[config.mk]
export PLATFORM = sky130hd
export DESIGN_NAME = cap_guard
export DESIGN_NICKNAME = d
export VERILOG_FILES = /design/src/rtl/cap_pkg.sv /design/src/rtl/cap_bounds_chk.sv /design/src/rtl/cap_perm_chk.sv /design/src/rtl/cap_derive.sv /design/src/rtl/cap_guard.sv
export SDC_FILE = /design/constraint.sdc
export NUM_CORES = 1
export LEC_CHECK = 0
export ABC_AREA = 1
export CELL_PAD_IN_SITES_DETAIL_PLACEMENT = 1
export CELL_PAD_IN_SITES_GLOBAL_PLACEMENT = 1
export CORE_MARGIN = 2
export CORE_UTILIZATION = 35
export CTS_BUF_LIST = sky130_fd_sc_hd__clkbuf_8
export CTS_CLUSTER_SIZE = 28
export DETAILED_ROUTE_END_ITERATION = 10
export GPL_TIMING_DRIVEN = 0
export PLACE_DENSITY = 0.84
export SETUP_SLACK_MARGIN = 0.2
export SYNTH_ARGS = -nofsm -noshare
export SYNTH_HDL_FRONTEND = slang
export SYNTH_HIERARCHICAL = 1
export SYNTH_SLANG_ARGS = --single-unit
[constraint.sdc]
create_clock -name clk_i -period 1 [get_ports clk_i]
set_input_delay 0.1 -clock clk_i [delete_from_list [all_inputs] [get_ports clk_i]]
set_output_delay 0.1 -clock clk_i [all_outputs]
set_load 0.02 [all_outputs]
[src/rtl/cap_pkg.sv]
package cap_pkg;
  localparam int ADDR_W = 64;
  localparam int BASE_W = 32;
  localparam int LEN_W  = 28;
  localparam int PERM_W = 4;
  localparam int CAP_W  = ADDR_W + BASE_W + LEN_W + PERM_W;

  // permission bit positions inside the perm field
  localparam int P_RD   = 0;
  localparam int P_WR   = 1;
  localparam int P_EX   = 2;
  localparam int P_SEAL = 3;

  typedef enum logic [2:0] {
    FLT_NONE   = 3'd0,
    FLT_TAG    = 3'd1,
    FLT_SEAL   = 3'd2,
    FLT_PERM   = 3'd3,
    FLT_BOUNDS = 3'd4
  } fault_e;

  typedef enum logic [1:0] {
    ACC_LOAD  = 2'd0,
    ACC_STORE = 2'd1,
    ACC_FETCH = 2'd2,
    ACC_RSVD  = 2'd3
  } acc_e;

  typedef struct packed {
    logic [PERM_W-1:0] perm;
    logic [LEN_W-1:0]  len;
    logic [BASE_W-1:0] base;
    logic [ADDR_W-1:0] addr;
  } cap_t;
endpackage

[src/rtl/cap_bounds_chk.sv]
module cap_bounds_chk import cap_pkg::*; #(
  parameter int SIZE_W = 5
) (
  input  logic [ADDR_W-1:0] addr_i,
  input  logic [BASE_W-1:0] base_i,
  input  logic [LEN_W-1:0]  len_i,
  input  logic [SIZE_W-1:0] size_i,
  output logic              in_bounds_o
);
  localparam int EXT_W = ADDR_W + 1;

  logic [EXT_W-1:0] acc_end, cap_top;
  logic             lo_ok, hi_ok;

  // one extra bit so neither sum can wrap
  always_comb begin
    acc_end = {1'b0, addr_i} + EXT_W'(size_i);
    cap_top = EXT_W'(base_i) + EXT_W'(len_i);
    lo_ok   = addr_i >= ADDR_W'(base_i);
    hi_ok   = acc_end <= cap_top;
  end

  assign in_bounds_o = lo_ok & hi_ok;
endmodule

[src/rtl/cap_perm_chk.sv]
module cap_perm_chk import cap_pkg::*; (
  input  logic [PERM_W-1:0] perm_i,
  input  logic [1:0]        kind_i,
  output logic              sealed_o,
  output logic              perm_ok_o
);
  always_comb begin
    sealed_o = perm_i[P_SEAL];
    unique case (acc_e'(kind_i))
      ACC_LOAD:  perm_ok_o = perm_i[P_RD];
      ACC_STORE: perm_ok_o = perm_i[P_WR];
      ACC_FETCH: perm_ok_o = perm_i[P_EX];
      default:   perm_ok_o = 1'b0;
    endcase
  end
endmodule

[src/rtl/cap_derive.sv]
module cap_derive import cap_pkg::*; (
  input  cap_t              src_i,
  input  logic              src_tag_i,
  input  logic [BASE_W-1:0] new_base_i,
  input  logic [LEN_W-1:0]  new_len_i,
  input  logic [PERM_W-1:0] new_perm_i,
  output cap_t              res_o,
  output logic              res_tag_o
);
  localparam int TOP_W = BASE_W + 1;

  logic [TOP_W-1:0] old_top, new_top;
  logic             lo_ok, hi_ok, perm_ok;

  always_comb begin
    old_top = TOP_W'(src_i.base) + TOP_W'(src_i.len);
    new_top = TOP_W'(new_base_i) + TOP_W'(new_len_i);
    lo_ok   = new_base_i >= src_i.base;
    hi_ok   = new_top <= old_top;
    perm_ok = ~|(new_perm_i & ~src_i.perm);
  end

  always_comb begin
    res_o      = src_i;
    res_o.base = new_base_i;
    res_o.len  = new_len_i;
    res_o.perm = new_perm_i;
  end

  // monotonic rule: only a tagged source that is narrowed keeps the tag
  assign res_tag_o = src_tag_i & lo_ok & hi_ok & perm_ok;
endmodule

[src/rtl/cap_guard.sv]
module cap_guard import cap_pkg::*; #(
  parameter int SIZE_W = 5
) (
  input  logic              clk_i,
  input  logic              rst_ni,
  input  logic              chk_valid_i,
  input  logic [CAP_W-1:0]  chk_cap_i,
  input  logic              chk_tag_i,
  input  logic [1:0]        chk_kind_i,
  input  logic [SIZE_W-1:0] chk_size_i,
  output logic              chk_valid_o,
  output logic [2:0]        chk_cause_o,
  output logic              chk_ok_o,
  input  logic              drv_valid_i,
  input  logic [CAP_W-1:0]  drv_cap_i,
  input  logic              drv_tag_i,
  input  logic [BASE_W-1:0] drv_base_i,
  input  logic [LEN_W-1:0]  drv_len_i,
  input  logic [PERM_W-1:0] drv_perm_i,
  output logic              drv_valid_o,
  output logic [CAP_W-1:0]  drv_cap_o,
  output logic              drv_tag_o
);
  cap_t   chk_cap, drv_src, drv_res;
  logic   in_bounds, sealed, perm_ok, drv_res_tag;
  fault_e cause_d, cause_q;
  logic   chk_vq, ok_q, drv_vq, drv_tag_q;
  cap_t   drv_cap_q;

  assign chk_cap = cap_t'(chk_cap_i);
  assign drv_src = cap_t'(drv_cap_i);

  cap_bounds_chk #(.SIZE_W(SIZE_W)) u_bounds (
    .addr_i      (chk_cap.addr),
    .base_i      (chk_cap.base),
    .len_i       (chk_cap.len),
    .size_i      (chk_size_i),
    .in_bounds_o (in_bounds)
  );

  cap_perm_chk u_perm (
    .perm_i    (chk_cap.perm),
    .kind_i    (chk_kind_i),
    .sealed_o  (sealed),
    .perm_ok_o (perm_ok)
  );

  cap_derive u_derive (
    .src_i      (drv_src),
    .src_tag_i  (drv_tag_i),
    .new_base_i (drv_base_i),
    .new_len_i  (drv_len_i),
    .new_perm_i (drv_perm_i),
    .res_o      (drv_res),
    .res_tag_o  (drv_res_tag)
  );

  // fixed priority: tag, seal, permission, bounds
  always_comb begin
    if (!chk_tag_i)     cause_d = FLT_TAG;
    else if (sealed)    cause_d = FLT_SEAL;
    else if (!perm_ok)  cause_d = FLT_PERM;
    else if (!in_bounds) cause_d = FLT_BOUNDS;
    else                cause_d = FLT_NONE;
  end

  always_ff @(posedge clk_i or negedge rst_ni) begin
    if (!rst_ni) begin
      chk_vq  <= 1'b0;
      cause_q <= FLT_NONE;
      ok_q    <= 1'b0;
    end else begin
      chk_vq <= chk_valid_i;
      if (chk_valid_i) begin
        cause_q <= cause_d;
        ok_q    <= (cause_d == FLT_NONE);
      end
    end
  end

  always_ff @(posedge clk_i or negedge rst_ni) begin
    if (!rst_ni) begin
      drv_vq    <= 1'b0;
      drv_cap_q <= '0;
      drv_tag_q <= 1'b0;
    end else begin
      drv_vq <= drv_valid_i;
      if (drv_valid_i) begin
        drv_cap_q <= drv_res;
        drv_tag_q <= drv_res_tag;
      end
    end
  end

  assign chk_valid_o = chk_vq;
  assign chk_cause_o = cause_q;
  assign chk_ok_o    = ok_q;
  assign drv_valid_o = drv_vq;
  assign drv_cap_o   = drv_cap_q;
  assign drv_tag_o   = drv_tag_q;

  AST_ONE_CYCLE: assert property (@(posedge clk_i) disable iff (!rst_ni)
    chk_valid_i |=> chk_valid_o) else $error("latency");
  AST_TAG_FIRST: assert property (@(posedge clk_i) disable iff (!rst_ni)
    (chk_valid_i && !chk_tag_i) |=> (chk_cause_o == 3'd1 && !chk_ok_o)) else $error("tag");
  AST_SEAL_FAULT: assert property (@(posedge clk_i) disable iff (!rst_ni)
    (chk_valid_i && chk_tag_i && chk_cap_i[CAP_W-1]) |=> (chk_cause_o == 3'd2)) else $error("seal");
  AST_NO_FORGE: assert property (@(posedge clk_i) disable iff (!rst_ni)
    (drv_valid_i && !drv_tag_i) |=> !drv_tag_o) else $error("forge");
  AST_NO_PERM_GROW: assert property (@(posedge clk_i) disable iff (!rst_ni)
    (drv_valid_i && |(drv_perm_i & ~drv_cap_i[CAP_W-1 -: PERM_W])) |=> !drv_tag_o) else $error("perm grow");
  AST_ADDR_KEPT: assert property (@(posedge clk_i) disable iff (!rst_ni)
    drv_valid_i |=> (drv_cap_o[ADDR_W-1:0] == $past(drv_cap_i[ADDR_W-1:0]))) else $error("addr");
endmodule

==> metrics.txt <==
DRC violation count after routing 0; vias in the first global route between 20000 and 25000; overall die area 0.0533 sq mm; sequential cell fraction of total power a little over a fifth; P_int ~0.016 W; antenna violations before repair 16; P per Cell Area slightly above 1000 mW/mm^2; Lkg Pwr 14.0 nW; R2R Setup Slk -610 ps; number of failing setup endpoints in the final timing report approximately 140; first-pass GRT wire length about 150 mm; Async SR Flop Fraction 100%; required time at the endpoint of the critical path about 1400 ps; input/output buffers 400; min cycle time layout between 3000 and 4000 ps; Fin Setup TNS -36130 ps; Synth area leader sky130_fd_sc_hd__dfrtp_1; worst relative slew slack approximately 25%; first drt pass iteration count 7; gate count of the mapped netlist approximately 2800; mean area per synthesized cell between 6 and 7 sq um; arrival time at the worst endpoint 3850 ps; Synth Cell Area 0.0180 sq mm; end-of-flow core utilization between 50% and 60%; delay of the slowest cell on the worst path 330 ps; count of antenna-violating nets left after detailed routing 0; largest cells by area after synthesis sky130_fd_sc_hd__dfrtp_1 (19%), sky130_fd_sc_hd__ha_1 (15%), sky130_fd_sc_hd__nand2_1 (15%); area share of fa/ha/maj cells after synthesis between 15 and 20%; highest routed layer met5; number of filler cells placed in the layout around 6300; peak ir drop on the vdd network between 0.9 and 1 mV; cell depth of the worst flop-to-flop path 3; upper clock frequency limit between 200 and 300 MHz; die width ~230 microns; drt wl/cell approximately 28 microns; Max Buffers Root-to-Sink 2; post-synthesis compound-gate area fraction between 10% and 20%; insertion delay of the later-clocked pin in the worst-skew pair roughly 520 ps; source of the worst register-to-register timing path drv_cap_o[124]; drt via density between 5 and 6; top-count cell post-synth sky130_fd_sc_hd__nand2_1; final setup skew 0 ps; sequential-to-total area share from yosys stat 18.7%; number of flops mapped to enable cells by yosys 0; post-route worst setup slack -2430 ps; parity-gate share of the synthesized area counting xor and xnor cells slightly above 5%; failing checks negative hold slack, negative setup slack; worst hold margin -499 ps; global routing usage summed across all routing layers 36.0%; standard-cell rows 83; share of synthesized area spent on multiplexers 0%; TritonCTS Buffers 17; final RePlAce weighted congestion ~0.96; Storage cell area between 0.003 and 0.004 sq mm; starting utilization of the core area approximately a third; met3 wirelength from detailed routing 9.92 mm; number of synthesized register bits between 100 and 150; RSZ-0062 raised after global routing true; sink count of the clock tree about 140; worst-path cell with the longest stage delay sky130_fd_sc_hd__ha_1; final number of max-transition violations 0; capture instance of the worst register-to-register path drv_cap_o[124]; Layout Area Growth over Synthesis 61.5%; Worst Setup End Kind register; TritonCTS clock tree done; area share of the largest cell type after synthesis between 10% and 20%; final routed wirelength across all metal layers 117 mm; violation count after the first detailed-route iteration approximately 2200; clock-pin slew on the worst setup and hold paths approximately 110 ps; total number of yosys warnings 6; maxcap violations 0; routed metal-1 wire length roughly 43 mm; syn nets ~3300; status complete, but fails checks; area inside the core boundary 0.0511 sq mm; die extent in y ~230 microns; number of different library cells in the post-synthesis netlist 47; sum of met2 wire segment lengths after detailed routing about 54 mm; relative contribution of the clock network to total power approximately 18%; area occupied by multi-input gates 0.0148 sq mm; kind of path behind the tightest hold check input port to asynchronous set/reset pin; most used cell along the critical path sky130_fd_sc_hd__nand2_1; NetSw between 0.01 and 0.015 W; dpl hpwl between 60 and 70 mm; Top-Level Pins 468; clock root buffer sky130_fd_sc_hd__clkbuf_8; pin count of the biggest net entering global routing 98; Combinational Power Share roughly three fifths; number of endpoints with negative hold slack in the final report 52; commonest cells in the netlist sky130_fd_sc_hd__nand2_1 (712), sky130_fd_sc_hd__inv_1 (434), sky130_fd_sc_hd__nor2_1 (242), sky130_fd_sc_hd__ha_1 (219), sky130_fd_sc_hd__a21oi_1 (165); combinational family with the most area after synthesis simple AND/OR/NAND/NOR gates; Sw Share between 40% and 50%; H-tree depth 4; basic-gate share of the synthesized area counting and, or, nand and nor cells 30.1%; share of cells above drive strength 1 ~37%; launching element type of the critical path input port; final cycle utilization of the critical path 343%; Setup Crit Path Kind input port to register; transition at the pin with the smallest max-transition slack approximately 1100 ps; Main synth FF type sky130_fd_sc_hd__dfrtp_1; NumNets Final around 4100; GRT overflow 0; dpl ws -3780 ps; worst-path maximum fanout 3; vias roughly 25000
[final cells by class]
class                      count  share of cell area [%]
timing repair buffer         718                    23.1
clock buffer                  17                   0.804
antenna                       12                   0.103
multi-input combinational   2025                    50.7
tap                          680                    2.92
sequential                   135                    11.6
buffer                       160                    4.34
clock inverter                15                   0.597
inverter                     438                    5.77
[placed cells by master, fill, tap and decap left out, types with 10 or more instances in the layout]
| cell | count |
|---|---|
| sky130_fd_sc_hd__nand3_1 | 86 |
| sky130_fd_sc_hd__clkdlybuf4s15_2 | 18 |
| sky130_fd_sc_hd__nand2_1 | 611 |
| sky130_fd_sc_hd__inv_1 | 363 |
| sky130_fd_sc_hd__clkbuf_2 | 24 |
| sky130_fd_sc_hd__clkdlybuf4s50_1 | 102 |
| sky130_fd_sc_hd__a21oi_1 | 79 |
| sky130_fd_sc_hd__dlygate4sd2_1 | 99 |
| sky130_fd_sc_hd__buf_4 | 343 |
| sky130_fd_sc_hd__inv_4 | 14 |
| sky130_fd_sc_hd__nand2_4 | 18 |
| sky130_fd_sc_hd__nor4_1 | 14 |
| sky130_fd_sc_hd__o21ai_2 | 104 |
| sky130_fd_sc_hd__nor2_2 | 53 |
| sky130_fd_sc_hd__nand2_2 | 111 |
| sky130_fd_sc_hd__clkbuf_8 | 17 |
| sky130_fd_sc_hd__o21a_1 | 11 |
| sky130_fd_sc_hd__nand3_2 | 21 |
| sky130_fd_sc_hd__a21o_1 | 12 |
| sky130_fd_sc_hd__nor3_2 | 10 |
| sky130_fd_sc_hd__o21ai_0 | 50 |
| sky130_fd_sc_hd__nor3_1 | 32 |
| sky130_fd_sc_hd__dfrtp_1 | 131 |
| sky130_fd_sc_hd__a21oi_4 | 31 |
| sky130_fd_sc_hd__o21ai_4 | 10 |
| sky130_fd_sc_hd__nand3b_1 | 17 |
| sky130_fd_sc_hd__xnor2_1 | 33 |
| sky130_fd_sc_hd__o21ai_1 | 50 |
| sky130_fd_sc_hd__inv_2 | 61 |
| sky130_fd_sc_hd__nor2_4 | 24 |
| sky130_fd_sc_hd__ha_4 | 91 |
| sky130_fd_sc_hd__nor2_1 | 181 |
| sky130_fd_sc_hd__a21oi_2 | 59 |
| sky130_fd_sc_hd__nand4_1 | 62 |
| sky130_fd_sc_hd__xor2_1 | 56 |
| sky130_fd_sc_hd__diode_2 | 12 |
| sky130_fd_sc_hd__buf_6 | 194 |
| sky130_fd_sc_hd__ha_1 | 127 |
| sky130_fd_sc_hd__dlygate4sd3_1 | 71 |
[critical path: cells and delay by family]
| family | cells | cell delay, ps |
|---|---|---|
| adder cells (fa/ha/maj) | 2 | 590 |
| AO/OA/AOI/OAI | 7 | 1120 |
| buffers and inverters | 3 | 450 |
| AND/OR/NAND/NOR | 16 | 1420 |
| XOR/XNOR | 1 | 150 |
[how the worst max path moves through the flow]
stage / startpoint / to / depth (start not counted)
2_1_floorplan: chk_cap_i[64] / chk_cause_o[2] / 26
3_3_place_gp: rst_ni / drv_cap_o[61] / 1
3_5_place_dp: chk_cap_i[66] / chk_cause_o[2] / 24
4_1_cts: chk_cap_i[96] / chk_cause_o[2] / 27
5_1_grt: chk_cap_i[99] / chk_cause_o[2] / 29
6_report: chk_cap_i[99] / chk_cause_o[2] / 29
[power groups by stage]
stage / Sequential [W] / Clock (W) / Combinational, W
floorplan: 0.00689 / 0 / 0.00631
global placement: 0.00632 / 0 / 0.0116
detailed placement: 0.00635 / 0 / 0.0121
CTS: 0.00633 / 0.00515 / 0.0146
global route: 0.00648 / 0.00563 / 0.0189
finish: 0.00646 / 0.00549 / 0.0181
[logic make-up (layout without fill, tap and decap cells)]
group / after synthesis / after routing
simple gates: 1263 / 1263
compound gates: 435 / 435
buf+inv: 598 / 1348
fa+ha+maj: 223 / 223
xor+xnor: 104 / 104
other cells: 0 / 12
flops: 135 / 135
[metal layers]
layer,GRT usage [%],up-vias
met5,0,-
met2,61.9,1594
met4,19.5,16
met3,6.71,655
li1,-,10294
met1,42.4,11971
[stage by stage]
step	area, sq um	instances	power [W]
3_5_place_dp	23000	3839	0.0184
4_1_cts	27200	4086	0.0261
6_report	29100	4200	0.0300
2_1_floorplan	18200	2758	0.0132
5_1_grt	29100	4195	0.0310
3_3_place_gp	23000	3838	0.0179
[flip-flops by register name, summed over array words and instances, names as in the netlist]
signal and count:
chk_valid_o 1, chk_cause_o 3, chk_ok_o 1, drv_tag_o 1, drv_valid_o 1, drv_cap_o 128
[what timing repair did]
| item | in CTS | in global routing |
|---|---|---|
| setup endpoints to repair | 266 | 175 |
| hold buffers | 70 | 1 |
| hold endpoints to repair | 199 | 39 |
| pin swaps | 152 | 147 |
| gates cloned | 1 | 0 |
| setup buffers | 144 | 101 |
| gates resized for setup | 1470 | 413 |
Power figures use the tool's default switching activity.
